### config.mk
export PLATFORM = sky130hd
export DESIGN_NAME = capture_sequencer
export DESIGN_NICKNAME = d
export VERILOG_FILES = /design/src/rtl/capture_pkg.sv /design/src/rtl/capture_ptrs.sv /design/src/rtl/capture_ctrl.sv /design/src/rtl/capture_sequencer.sv
export SDC_FILE = /design/constraint.sdc
export NUM_CORES = 1
export LEC_CHECK = 0
export ABC_AREA = 1
export BUFFER_PORTS_ARGS = -buffer_cell sky130_fd_sc_hd__buf_2
export CAP_MARGIN = 20
export CORE_UTILIZATION = 51
export CTS_CLUSTER_SIZE = 16
export DETAILED_ROUTE_END_ITERATION = 16
export HOLD_SLACK_MARGIN = 0.08
export PLACE_DENSITY = 0.77
export SLEW_MARGIN = 5
export SYNTH_ARGS = -nofsm -noshare
export SYNTH_HDL_FRONTEND = slang
export SYNTH_SLANG_ARGS = --single-unit
### constraint.sdc
create_clock -name clk -period 2.1 [get_ports clk]
set_clock_uncertainty 0.15 [all_clocks]
set_input_delay 0.315 -clock clk [delete_from_list [all_inputs] [get_ports clk]]
set_output_delay 0.315 -clock clk [all_outputs]
set_load 0.01 [all_outputs]
### src/rtl/capture_pkg.sv
package capture_pkg;

  typedef enum logic [2:0] {
    ST_IDLE    = 3'd0,
    ST_PREFILL = 3'd1,
    ST_ARMED   = 3'd2,
    ST_POST    = 3'd3,
    ST_GATED   = 3'd4,
    ST_DONE    = 3'd5
  } capState_t;

  typedef enum logic [1:0] {
    MODE_WINDOW    = 2'd0,
    MODE_IMMEDIATE = 2'd1,
    MODE_GATED     = 2'd2,
    MODE_RESERVED  = 2'd3
  } capMode_t;

  typedef struct packed {
    logic clrPtrs;
    logic advWr;
    logic advRd;
  } ptrCmd_t;

endpackage

### src/rtl/capture_ptrs.sv
module capture_ptrs
  import capture_pkg::*;
#(
  parameter int DEPTH = 8,
  localparam int PW = (DEPTH > 1) ? $clog2(DEPTH) : 1
) (
  input  logic          clk,
  input  logic          rst,
  input  ptrCmd_t       cmd,
  input  logic [PW-1:0] trigLoc,
  output logic [PW-1:0] wrPtr,
  output logic [PW-1:0] rdPtr,
  output logic          locZero,
  output logic          preFull,
  output logic          lastSlot
);

  localparam logic [PW-1:0] LastIdx = PW'(DEPTH - 1);

  logic [PW-1:0] wrNext;
  logic [PW-1:0] rdNext;

  function automatic logic [PW-1:0] wrapInc(input logic [PW-1:0] p);
    return (p == LastIdx) ? '0 : p + 1'b1;
  endfunction

  assign wrNext   = wrapInc(wrPtr);
  assign rdNext   = wrapInc(rdPtr);
  assign locZero  = (trigLoc == '0);
  assign preFull  = (wrNext == trigLoc);
  assign lastSlot = (wrNext == rdPtr);

  always_ff @(posedge clk) begin
    if (rst || cmd.clrPtrs) begin
      wrPtr <= '0;
      rdPtr <= '0;
    end else begin
      if (cmd.advWr) wrPtr <= wrNext;
      if (cmd.advRd) rdPtr <= rdNext;
    end
  end

  // pointers never leave the ring
  always_comb begin
    if (!rst) begin
      a_r10_ptr_range: assert (32'(wrPtr) < DEPTH && 32'(rdPtr) < DEPTH)
        else $error("pointer outside ring");
    end
  end

  // the read pointer never moves on its own
  a_r5_rd_only_with_wr: assert property (@(posedge clk) disable iff (rst)
    (cmd.advRd && !cmd.clrPtrs) |-> cmd.advWr);

endmodule

### src/rtl/capture_ctrl.sv
module capture_ctrl
  import capture_pkg::*;
(
  input  logic      clk,
  input  logic      rst,
  input  logic      startReq,
  input  logic      trigger,
  input  logic [1:0] capMode,
  input  logic      locZero,
  input  logic      preFull,
  input  logic      lastSlot,
  output capState_t state,
  output ptrCmd_t   cmd,
  output logic      wrEn
);

  capState_t stateNext;

  always_comb begin
    stateNext = state;
    cmd       = '0;
    unique case (state)
      ST_IDLE: begin
        if (startReq) begin
          unique case (capMode_t'(capMode))
            MODE_WINDOW: begin
              cmd.clrPtrs = 1'b1;
              stateNext   = locZero ? ST_ARMED : ST_PREFILL;
            end
            MODE_IMMEDIATE: begin
              cmd.clrPtrs = 1'b1;
              stateNext   = ST_POST;
            end
            MODE_GATED: begin
              cmd.clrPtrs = 1'b1;
              stateNext   = ST_GATED;
            end
            default: stateNext = ST_IDLE;
          endcase
        end
      end
      ST_PREFILL: begin
        cmd.advWr = 1'b1;
        if (preFull) stateNext = ST_ARMED;
      end
      ST_ARMED: begin
        if (trigger) begin
          if (lastSlot) stateNext = ST_DONE;
          else begin
            cmd.advWr = 1'b1;
            stateNext = ST_POST;
          end
        end else begin
          cmd.advWr = 1'b1;
          cmd.advRd = 1'b1;
        end
      end
      ST_POST: begin
        if (lastSlot) stateNext = ST_DONE;
        else          cmd.advWr = 1'b1;
      end
      ST_GATED: begin
        if (trigger) begin
          if (lastSlot) stateNext = ST_DONE;
          else          cmd.advWr = 1'b1;
        end
      end
      ST_DONE: stateNext = ST_DONE;
      default: stateNext = ST_IDLE;
    endcase
  end

  always_ff @(posedge clk) begin
    if (rst) state <= ST_IDLE;
    else     state <= stateNext;
  end

  always_comb begin
    unique case (state)
      ST_PREFILL, ST_ARMED, ST_POST: wrEn = 1'b1;
      ST_GATED:                      wrEn = trigger;
      default:                       wrEn = 1'b0;
    endcase
  end

  // an accepted windowed or immediate start enables writing next cycle
  a_r3_start_enables: assert property (@(posedge clk) disable iff (rst)
    (state == ST_IDLE && startReq &&
     (capMode == MODE_WINDOW || capMode == MODE_IMMEDIATE)) |=> wrEn);

  // a reserved mode code leaves the block idle
  a_r2_reserved_idle: assert property (@(posedge clk) disable iff (rst)
    (state == ST_IDLE && capMode == MODE_RESERVED) |=> (state == ST_IDLE && !wrEn));

endmodule

### src/rtl/capture_sequencer.sv
module capture_sequencer
  import capture_pkg::*;
#(
  parameter int DEPTH = 8,
  localparam int PW = (DEPTH > 1) ? $clog2(DEPTH) : 1
) (
  input  logic          clk,
  input  logic          rst,
  input  logic          startReq,
  input  logic          trigger,
  input  logic [1:0]    capMode,
  input  logic [PW-1:0] trigLoc,
  output logic [2:0]    curState,
  output logic [PW-1:0] wrPtr,
  output logic [PW-1:0] rdPtr,
  output logic          wrEn
);

  capState_t stateQ;
  ptrCmd_t   ptrCmd;
  logic      locZero;
  logic      preFull;
  logic      lastSlot;

  capture_ctrl u_ctrl (
    .clk      (clk),
    .rst      (rst),
    .startReq (startReq),
    .trigger  (trigger),
    .capMode  (capMode),
    .locZero  (locZero),
    .preFull  (preFull),
    .lastSlot (lastSlot),
    .state    (stateQ),
    .cmd      (ptrCmd),
    .wrEn     (wrEn)
  );

  capture_ptrs #(.DEPTH(DEPTH)) u_ptrs (
    .clk      (clk),
    .rst      (rst),
    .cmd      (ptrCmd),
    .trigLoc  (trigLoc),
    .wrPtr    (wrPtr),
    .rdPtr    (rdPtr),
    .locZero  (locZero),
    .preFull  (preFull),
    .lastSlot (lastSlot)
  );

  assign curState = stateQ;

  // assertion helpers: ring distance and wrapped successor of the write pointer
  logic [PW:0] ptrGap;
  logic [PW:0] wrSucc;
  assign ptrGap = (wrPtr >= rdPtr) ? {1'b0, wrPtr} - {1'b0, rdPtr}
                                   : {1'b0, wrPtr} + (PW+1)'(DEPTH) - {1'b0, rdPtr};
  assign wrSucc = (32'(wrPtr) == DEPTH - 1) ? '0 : {1'b0, wrPtr} + 1'b1;

  // read pointer held at zero during prefill
  a_r4_prefill_rd_zero: assert property (@(posedge clk) disable iff (rst)
    (stateQ == ST_PREFILL) |-> (rdPtr == '0));

  // armed ring keeps exactly trigLoc older samples
  a_r5_armed_gap: assert property (@(posedge clk) disable iff (rst)
    (stateQ == ST_ARMED) |-> (ptrGap == {1'b0, trigLoc}));

  // finishing a capture leaves the write pointer just behind the read pointer
  a_r6_done_ring_full: assert property (@(posedge clk) disable iff (rst)
    $rose(stateQ == ST_DONE) |-> (wrSucc == {1'b0, rdPtr}));

  // gated mode holds the write pointer while the trigger is low
  a_r9_gated_hold: assert property (@(posedge clk) disable iff (rst)
    (stateQ == ST_GATED && !trigger) |=> $stable(wrPtr));

  // done is frozen with writing disabled
  a_r10_done_frozen: assert property (@(posedge clk) disable iff (rst)
    (stateQ == ST_DONE) |=> (stateQ == ST_DONE && !wrEn && $stable(wrPtr) && $stable(rdPtr)));

endmodule

==> run_results.csv <==
group,metric,value,unit
run_status,status,"finished, final reports clean",
power,leakage,0.552,nW
synthesis,syn_nets,141,
finish,final_cell_area,893,um2
sta,setup_tns,0,ns
global_route,grtUsageTotal,24.1,%
min_path,hold_path_class,"in -> reg",
sta,setup_violations,0,
job,drv_cap,0,
finish,drive_gt1_share,26.0,%
clock_network,cts_made_buffers,3,
power,total_power,1.10,mW
critical_path,critPathLaunchType,"flop",
route,dr.pass1.iters,4,
floorplanning,initial_core_util,56.2,%
floorplanning,dieHeight,40.6,um
critical_path,end_kind,"flop",
route,wl_met2,820,um
global_route,grt_pass1_vias,676,
clock_network,post_cts_resized,0,
clock_network,cts_setup_buffers,0,
synthesis,ys_warn_count,0,
sta,period_needed,1.90,ns
place,dp_cells,161,
finish,syn2layout_area_growth,17.8,%
route,routed-via-count,847,
sta,max_freq,527,MHz
sta,post-route-period-util,90.3,%
sta,drv_slew,0,
synthesis,synth_compound_area_share,6.60,%
sta,hold_viol,0,
critical_path,crit_type,"reg -> reg",
floorplanning,die-area,0.00165,mm2
floorplanning,rows,13,
clock_network,cts_root_buffer,"clkbuf_4",
global_route,grt_pass1_wl,2550,um
finish,final_cells,165,
synthesis,syn_area,758,um2
place,gp_congestion,0.834,
synthesis,syn_area_per_cell,5.92,um2
clock_network,clkSinkCount,9,
synthesis,synth_top_family_by_area,"simple AND/OR/NAND/NOR gates",
route,avgViaCountPerCell,5.13,
route,wl_per_cell,10.2,um
sta,tightest_slew,0.511,ns
critical_path,worst-path-max-fanout,5,
floorplanning,die_w,40.6,um
route,highest_layer,"met4",
route,drt-total-wl,1690,um
clock_network,cts_max_level,1,
finish,diodes,0,
critical_path,crit_arrival,1.95,ns
synthesis,synth.distinct_cells,17,
sta,slew_headroom,65.6,%
finish,multi_input_area,480,um2
clock_network,clkTransAtPathRegs,0.07,ns
clock_network,clock_latency,0.27,ns
route,initialDrtViolationCount,15,
clock_network,clk_path_buf_depth,2,
synthesis,synthAdderAreaFrac,6.60,%
place,post_dp_cell_area,867,um2
clock_network,tritoncts,"done",
synthesis,muxShareOfSynthArea,0,%
power,power_density,1230,mW/mm2
critical_path,required,2.15,ns
floorplanning,core_area,0.00135,mm2
route,remaining_drc_errors,0,
power,peakVddDrop,586,uV
route,wl_met1,772,um
floorplanning,io_pins,19,
place,post-dp-hpwl,1410,um
finish,regArea,180,um2
sta,fin_hold_ws,0.184,ns
global_route,grt_max_degree,7,
finish,final_nets,164,
global_route,grt-ovfl-total,0,
route,postRouteAntennaNets,0,
finish,fill_cells,139,
global_route,antenna_found_initial,0,
synthesis,netlist_instances,128,
route,met3_length,60,um
sta,rsz0062_at_grt,"false",
clock_network,ctsHoldBuffers,0,
place,numPortBuffers,18,
synthesis,ys_seq_area_share,23.8,%
synthesis,synth-simple-area-share,47.9,%
synthesis,ys_ff_latch,9,
synthesis,synth_xor_xnor_area_share,2.31,%
-- synthesized netlist by cell type, drive strengths merged --
cell type,n,area share [%]
nand3b,1,0.99
inv,26,13
a21oi,3,2.0
xnor2,2,2.3
o21ai,4,2.6
nand4,4,3.3
and2,1,0.83
ha,4,6.6
nand3,13,11
a211oi,2,2.0
nor2,22,12
nand2,37,20
dfxtp,9,24
-- per-stage QoR --
stage | util, % | setup slack (ns)
2_1_floorplan | - | 0.306
3_3_place_gp | 64.2 | 0.287
3_5_place_dp | 64.2 | 0.222
4_1_cts | 66.2 | 0.214
5_1_grt | 66.2 | 0.0746
6_report | 66.2 | 0.203
-- worst max-delay path: stages (launching register included) --
cell	delay, ns
dfxtp_1	0.33
ha_1	0.20
ha_1	0.33
xnor2_1	0.20
nand3_1	0.14
nand2_1	0.11
nand3_2	0.11
and2_1	0.16
nor2_1	0.09
-- cell families after synthesis --
group           after synthesis
xor+xnor                      2
fa+ha+maj                     4
compound gates                9
simple gates                 78
flops                         9
buf+inv                      26
-- cells in the final DEF (no fill, tap or decap) --
cell type	count
o21ai_0	4
nor2_1	19
inv_1	20
nand3b_1	1
nand3_1	10
ha_1	4
dfxtp_1	9
clkbuf_4	3
inv_2	6
xnor2_1	2
nor2_2	3
buf_2	18
a21oi_1	3
a211oi_1	2
nand2_2	6
nand4_1	4
clkbuf_1	1
and2_1	1
nand2_1	31
nand3_2	3
-- flip-flops by register name, summed over array words and instances (netlist names) --
register	count
u_ctrl.state	3
u_ptrs.rdPtr	3
u_ptrs.wrPtr	3
-- path summary, 6_finish.rpt --
check,cells after the start,end,start,slack (ns)
worst max-delay path,8,u_ctrl.state[0],u_ptrs.wrPtr[0],0.20
worst min-delay path,4,u_ctrl.state[0],rst,0.18
worst max register to register,8,u_ctrl.state[0],u_ptrs.wrPtr[0],0.20
worst min register to register,2,u_ptrs.wrPtr[1],u_ptrs.wrPtr[1],0.36
-- power breakdown --
part / switching, mW / internal [mW]
clock network: 0.0657 / 0.0733
logic: 0.427 / 0.263
registers: 0.0530 / 0.218
total: 0.546 / 0.554
-- routing by layer --
metal	vias up	GRT usage, %
met5	-	0
met4	0	12.5
met3	5	6.67
met2	20	42.5
met1	382	25.8
li1	440	-
-- final cells by class --
type | count | area share [%]
Multi-Input combinational cell | 93 | 53.8
Clock buffer | 4 | 2.94
Timing Repair Buffer | 18 | 10.1
Tap cell | 15 | 2.10
Sequential cell | 9 | 20.2
Inverter | 26 | 10.9
Note: power is estimated with default switching activity, not from simulation.
